## src/rtl/shp_pkg.sv

```systemverilog
package shp_pkg;

  typedef enum logic {
    SHP_BYTES  = 1'b0,
    SHP_FRAMES = 1'b1
  } shp_mode_e;

  function automatic int shp_max3(input int a, input int b, input int c);
    int m;
    m = (a > b) ? a : b;
    return (m > c) ? m : c;
  endfunction

endpackage

```

## src/rtl/shp_cfg_gate.sv

```systemverilog
module shp_cfg_gate #(
  parameter int RATE_W    = 12,
  parameter int BURST_W   = 6,
  parameter int BURST_MIN = 1,
  parameter int BURST_MAX = 48
) (
  input  logic [RATE_W-1:0]  rate,
  input  logic [BURST_W-1:0] burst,
  output logic               accept
);
  logic is_off;
  logic in_range;

  always_comb begin
    is_off   = (rate == '0) && (burst == '0);
    in_range = (int'(burst) >= BURST_MIN) && (int'(burst) <= BURST_MAX);
    accept   = is_off || in_range;
  end
endmodule

```

## src/rtl/shp_bucket.sv

```systemverilog
module shp_bucket
  import shp_pkg::*;
#(
  parameter int RATE_W    = 12,
  parameter int BURST_W   = 6,
  parameter int LEN_W     = 12,
  parameter int UNIT_LG2  = 6,
  parameter int LVL_W     = 13
) (
  input  logic               clk,
  input  logic               rst_n,
  input  logic               cfg_take,
  input  logic [RATE_W-1:0]  cfg_rate,
  input  logic [BURST_W-1:0] cfg_burst,
  input  shp_mode_e          cfg_mode,
  input  logic               leak_hit,
  input  logic               tx_hit,
  input  logic [LEN_W-1:0]   tx_len,
  output logic               eligible
);
  localparam int SUM_W = LVL_W + 1;
  localparam logic [SUM_W-1:0] LVL_TOP = {1'b0, {LVL_W{1'b1}}};

  logic [RATE_W-1:0]  rate_q;
  logic [BURST_W-1:0] burst_q;
  shp_mode_e          mode_q;
  logic [LVL_W-1:0]   lvl_q;
  logic [LVL_W-1:0]   lvl_d;
  logic               lvl_en;

  logic [SUM_W-1:0]   add_amt;
  logic [SUM_W-1:0]   sub_amt;
  logic [SUM_W-1:0]   filled;
  logic [LVL_W-1:0]   thresh;

  // next-state: pour first (saturating high), then drain (saturating at zero)
  always_comb begin
    add_amt = '0;
    if (tx_hit) begin
      if (mode_q == SHP_FRAMES) add_amt = SUM_W'(1);
      else                      add_amt = SUM_W'(tx_len);
    end
    sub_amt = leak_hit ? SUM_W'(rate_q) : '0;
    filled  = {1'b0, lvl_q} + add_amt;
    if (filled > LVL_TOP) filled = LVL_TOP;
    if (cfg_take)              lvl_d = '0;
    else if (filled < sub_amt) lvl_d = '0;
    else                       lvl_d = LVL_W'(filled - sub_amt);
    lvl_en = cfg_take || tx_hit || leak_hit;
  end

  always_ff @(posedge clk or negedge rst_n) begin
    if (!rst_n) begin
      rate_q  <= '0;
      burst_q <= '0;
      mode_q  <= SHP_BYTES;
    end else if (cfg_take) begin
      rate_q  <= cfg_rate;
      burst_q <= cfg_burst;
      mode_q  <= cfg_mode;
    end
  end

  always_ff @(posedge clk or negedge rst_n) begin
    if (!rst_n)      lvl_q <= '0;
    else if (lvl_en) lvl_q <= lvl_d;
  end

  always_comb begin
    thresh   = LVL_W'({burst_q, {UNIT_LG2{1'b0}}});
    eligible = ((rate_q == '0) && (burst_q == '0)) || (lvl_q <= thresh);
  end
endmodule

```

## src/rtl/shp_leaky_bank.sv

```systemverilog
module shp_leaky_bank
  import shp_pkg::*;
#(
  parameter int N_ELEM    = 8,
  parameter int RATE_W    = 12,
  parameter int BURST_W   = 6,
  parameter int LEN_W     = 12,
  parameter int UNIT_LG2  = 6,
  parameter int BURST_MIN = 1,
  parameter int BURST_MAX = 48,
  localparam int IDX_W    = (N_ELEM > 1) ? $clog2(N_ELEM) : 1
) (
  input  logic               clk,
  input  logic               rst_n,
  input  logic               cfg_we,
  input  logic [IDX_W-1:0]   cfg_idx,
  input  logic [RATE_W-1:0]  cfg_rate,
  input  logic [BURST_W-1:0] cfg_burst,
  input  logic               cfg_frame_mode,
  input  logic               leak_vld,
  input  logic [IDX_W-1:0]   leak_idx,
  input  logic               tx_vld,
  input  logic [IDX_W-1:0]   tx_idx,
  input  logic [LEN_W-1:0]   tx_len,
  output logic [N_ELEM-1:0]  eligible
);
  localparam int LVL_W = shp_max3(BURST_W + UNIT_LG2, LEN_W, RATE_W) + 1;

  logic rst_meta_q;
  logic rst_q;
  logic cfg_ok;
  shp_mode_e cfg_mode;

  // asynchronous assert, synchronous release
  always_ff @(posedge clk or negedge rst_n) begin
    if (!rst_n) begin
      rst_meta_q <= 1'b0;
      rst_q      <= 1'b0;
    end else begin
      rst_meta_q <= 1'b1;
      rst_q      <= rst_meta_q;
    end
  end

  shp_cfg_gate #(
    .RATE_W(RATE_W), .BURST_W(BURST_W),
    .BURST_MIN(BURST_MIN), .BURST_MAX(BURST_MAX)
  ) u_gate (
    .rate(cfg_rate), .burst(cfg_burst), .accept(cfg_ok)
  );

  assign cfg_mode = shp_mode_e'(cfg_frame_mode);

  for (genvar e = 0; e < N_ELEM; e++) begin : g_elem
    logic take_e;
    logic leak_e;
    logic tx_e;

    always_comb begin
      take_e = cfg_we   && cfg_ok && (cfg_idx  == IDX_W'(e));
      leak_e = leak_vld && (leak_idx == IDX_W'(e));
      tx_e   = tx_vld   && (tx_idx   == IDX_W'(e));
    end

    shp_bucket #(
      .RATE_W(RATE_W), .BURST_W(BURST_W), .LEN_W(LEN_W),
      .UNIT_LG2(UNIT_LG2), .LVL_W(LVL_W)
    ) u_bucket (
      .clk(clk), .rst_n(rst_q),
      .cfg_take(take_e), .cfg_rate(cfg_rate), .cfg_burst(cfg_burst),
      .cfg_mode(cfg_mode), .leak_hit(leak_e), .tx_hit(tx_e),
      .tx_len(tx_len), .eligible(eligible[e])
    );
  end
endmodule

```

## config.mk

```make
export PLATFORM = sky130hd
export DESIGN_NAME = shp_leaky_bank
export DESIGN_NICKNAME = d
export VERILOG_FILES = /design/src/rtl/shp_pkg.sv /design/src/rtl/shp_cfg_gate.sv /design/src/rtl/shp_bucket.sv /design/src/rtl/shp_leaky_bank.sv
export SDC_FILE = /design/constraint.sdc
export NUM_CORES = 1
export LEC_CHECK = 0
export ABC_AREA = 1
export ABC_CLOCK_PERIOD_IN_PS = 14500
export BUFFER_PORTS_ARGS = -buffer_cell sky130_fd_sc_hd__buf_4
export CAP_MARGIN = 15
export CORE_UTILIZATION = 50
export CTS_BUF_LIST = sky130_fd_sc_hd__clkbuf_8 sky130_fd_sc_hd__clkbuf_16
export DETAILED_ROUTE_END_ITERATION = 7
export HOLD_SLACK_MARGIN = 0.05
export PLACE_DENSITY = 0.76
export SLEW_MARGIN = 20
export SYNTH_ARGS = -nofsm -noshare
export SYNTH_HDL_FRONTEND = slang
export SYNTH_SLANG_ARGS = --single-unit
```

## constraint.sdc

```tcl
create_clock -name clk -period 14.5 [get_ports clk]
set_input_delay 1.45 -clock clk [delete_from_list [all_inputs] [get_ports clk]]
set_output_delay 1.45 -clock clk [all_outputs]
set_load 0.02 [all_outputs]
```

==> impl_metrics.csv <==
group,metric,value,unit
synthesis,synth_most_common_cell,"sky130_fd_sc_hd__nand2_1",
critical_path,reg2reg_from,"g_elem[1].u_bucket.mode_q$_DFFE_PN0P_",
synthesis,netlist.top_cell.by_area,"sky130_fd_sc_hd__dfrtp_1",
detailed_routing,post-route-drc-count,0,
cells_and_area,num-fill-cells,4467,
power_and_ir_drop,power_leakage,13.87,nW
cells_and_area,layout-drive-gt1-share,0.04185,
die,chipWidth,216.5,um
grt,antenna_found_initial,3,
synthesis,area_share_of_the_largest_cell_type_after_synthesis,0.2807,
synthesis,yosys_warnings,0,
grt,global_route.overflow_total,0,
clock_network,cts.sink_count,258,
power_and_ir_drop,power_density,195.5,nW/um^2
cells_and_area,post_route_utilization,0.5513,
die,effective_utilization_at_floorplan,0.5068,
critical_path,timing.critical_path.from,"tx_idx[1]",
timing,fin_tns_setup,0,ps
critical_path,cp.arrival,6410,ps
run,max_cap_viol_count,0,
status,status,"finished, final reports clean",
die,i_o_pin_count,53,
clock_network,worstSkewPairLatency,550,ps
synthesis,synth_nets,3736,
synthesis,ys_seq_elements,258,
clock_network,htree_levels,2,
detailed_routing,dr_total_vias,22870,
critical_path,cpMaxStageDelayCell,"sky130_fd_sc_hd__nor2_1",
clock_network,cts_tree,"built",
grt,grt_use_total,0.3028,
timing,setup_violations,0,
critical_path,critPathLaunchType,"input pin",
timing,worst-slew-pin-transition,1114,ps
synthesis,synthTopCellsByArea,"sky130_fd_sc_hd__dfrtp_1 28%, sky130_fd_sc_hd__nand2_1 17%, sky130_fd_sc_hd__ha_1 13%",
min_path,holdPathStages,0,
critical_path,worst-setup-path-type,"in2reg",
detailed_routing,drt_first_iter_violations,2148,
cells_and_area,finalNonFillerCells,4065,
timing,period_share,0.4123,
critical_path,critical_path.most_common_cell,"sky130_fd_sc_hd__nor2_1",
detailed_routing,routed_wire_length_per_instance,17.23,um
timing,max_clock_freq,167.3,MHz
critical_path,cp-end-kind,"flop",
grt,grt_pass1_wl,112.1,mm
timing,final.setup.worst_slack,8522,ps
die,fp.dieH,216.5,um
timing,slew_headroom,0.2546,
detailed_routing,routed_wl,70.05,mm
clock_network,post-cts-setup-buffer-count,0,
synthesis,async_reset_ff_frac,1.000,
critical_path,r2r_slack,9840,ps
place,dpl.hpwl,51.96,mm
critical_path,crit_path_max_fanout,12,
detailed_routing,drt_pre_antenna_iters,7,
timing,unrepaired_setup_endpoints_after_global_routing,"no",
synthesis,sequential_area_share_after_synthesis,0.2807,
timing,report.final.hold_viol_count,0,
die,design.die.area,46860,um^2
synthesis,synth.cell_area,23000,um^2
place,io_buffers,52,
timing,final_period_minus_worst_setup_slack,5978,ps
place,place.detailed.instances,4005,
place,place_worst_setup_slack,8116,ps
detailed_routing,ant_nets,0,
clock_network,cts_max_path_buffers,3,
clock_network,clk_transition_reported_paths,50,ps
power_and_ir_drop,power.ir.vdd_worst,103.4,uV
grt,first_global_vias,21210,
cells_and_area,nets,3742,
place,gp_congestion,0.9858,
synthesis,netlist_top_cells_count,"1068 x sky130_fd_sc_hd__nand2_1, 389 x sky130_fd_sc_hd__inv_1, 297 x sky130_fd_sc_hd__nor2_1",
critical_path,timing.critical_path.required,14930,ps
min_path,critical_hold_path_startpoint,"rst_meta_q$_DFF_PN0_",
timing,report.final.slew_viol_count,0,
clock_network,ctsHoldBuffers,0,
critical_path,crit_path_cell_trace,"buf_4 -> nor2_1 -> inv_1 -> nor2_1 -> inv_1 -> nor3_1 -> ha_1 -> a21oi_1 -> o21ai_0 -> nand2_1 -> nand2_1 -> nor2_1 -> inv_1 -> or2_2 -> fa_1 -> nand3_1 -> and2_1 -> nor3_1 -> nor2_1 -> nand3_1 -> nand3_1 -> nand2_1",
synthesis,syn-instance-count,3435,
clock_network,cts-buffers-inserted,34,
cells_and_area,layout-area-overhead-vs-synth,8.769,%
die,design.core.area,45380,um^2
synthesis,synth_cell_types,43,
detailed_routing,post_drt_via_cell_ratio,5.625,
critical_path,ff2ff_path_depth,20,
grt,grt_start_max_net_pins,77,
cells_and_area,diodes_inserted,0,
synthesis,synth_enable_flop_cells,0,
synthesis,post_syn_area_per_cell,6.696,um^2
clock_network,cts-root-buf,"sky130_fd_sc_hd__clkbuf_16",
die,fp-row-count,78,
clock_network,cts_repair_resize_count,0,
timing,final.setup_skew,17.16,ps
critical_path,stage_delay_of_the_slowest_cell_on_the_critical_path,500,ps
synthesis,synth_flop_cell,"sky130_fd_sc_hd__dfrtp_1",
min_path,min-delay-path-class,"reg2reg",
==> worst max-delay path, delay by kind of cell <==
family | cells | cell delay, ps
and+or+nand+nor | 14 | 2970
adders and majority gates | 2 | 800
buffers and inverters | 4 | 730
AOI/OAI and AO/OA | 2 | 460
==> registers in the layout (all words and copies together) (netlist names) <==
name / count
g_elem.u_bucket.burst_q: 48
g_elem.u_bucket.lvl_q: 104
g_elem.u_bucket.mode_q: 8
g_elem.u_bucket.rate_q: 96
rst_meta_q: 1
rst_q: 1
==> power by group <==
part	internal [mW]	switching, mW	leakage [nW]
registers	0.911	0.224	3.35
logic	1.04	1.77	9.92
clock network	0.587	0.350	0.603
==> metal layers <==
layer | vias up | part of all wire | track usage
li1 | 11290 | - | -
met4 | 2 | 0.038 | 0.1106
met3 | 163 | 0.088 | 0.05193
met2 | 867 | 0.44 | 0.4788
met5 | - | 0.00017 | 0
met1 | 10550 | 0.43 | 0.4146
==> kinds of logic (layout without fill, tap and decap cells) <==
logic type / after synthesis / after routing / share of synthesized area
AOI/OAI and AO/OA: 461 / 461 / 0.1078
xor gates and xnor gates: 108 / 108 / 0.04113
adders and majority gates: 256 / 256 / 0.1445
buffers and inverters: 485 / 515 / 0.08448
DFF: 258 / 258 / 0.2807
other: 1 / 1 / 0.0001630
and+or+nand+nor: 1866 / 1866 / 0.3412
==> cell type report <==
cell class	count	area [um^2]	area share
clock inverter	20	282.8	0.01130
clock buffer	40	967.2	0.03866
tap	600	750.7	0.03001
inverter	389	1460	0.05837
sequential	258	6460	0.2582
multi-input combinational	2692	14600	0.5836
timing repair buffer	66	495.5	0.01981
==> layout by cell type (no fill, tap or decap), types with 16 or more instances in the layout <==
master,netlist,layout
sky130_fd_sc_hd__nor2_1,297,297
sky130_fd_sc_hd__ha_1,240,240
sky130_fd_sc_hd__o21ai_0,238,238
sky130_fd_sc_hd__buf_4,16,66
sky130_fd_sc_hd__xor2_1,56,56
sky130_fd_sc_hd__nand3_1,265,265
sky130_fd_sc_hd__inv_1,389,391
sky130_fd_sc_hd__dfrtp_1,258,257
sky130_fd_sc_hd__nand4_1,58,58
sky130_fd_sc_hd__fa_1,16,16
sky130_fd_sc_hd__xnor2_1,52,52
sky130_fd_sc_hd__nand2_1,1068,1068
sky130_fd_sc_hd__nor3_1,87,87
sky130_fd_sc_hd__clkbuf_16,0,37
sky130_fd_sc_hd__a21oi_1,155,155
sky130_fd_sc_hd__nor4_1,41,41
sky130_fd_sc_hd__o21bai_1,20,20
==> final timing paths <==
path / end
setup reg to reg: g_elem[1].u_bucket.lvl_q[10]$_DFFE_PN0P_
max in group asynchronous: g_elem[6].u_bucket.lvl_q[4]$_DFFE_PN0P_
setup / recovery: g_elem[5].u_bucket.lvl_q[11]$_DFFE_PN0P_
min in group asynchronous: g_elem[0].u_bucket.lvl_q[3]$_DFFE_PN0P_
hold / removal: rst_q$_DFF_PN0_
hold reg to reg: rst_q$_DFF_PN0_
==> stage by stage <==
stage / power, mW / area, um^2 / hold slack (ps)
4_1_cts: 4.862 / 25020 / 348.9
2_1_floorplan: 3.266 / 23000 / 331.2
5_1_grt: 5.354 / 25020 / 353.6
6_report: 4.891 / 25020 / 346.2
3_5_place_dp: 3.901 / 23770 / 337.1
3_3_place_gp: 3.878 / 23770 / 333.1
No activity file was read; power rests on OpenSTA's default activity.
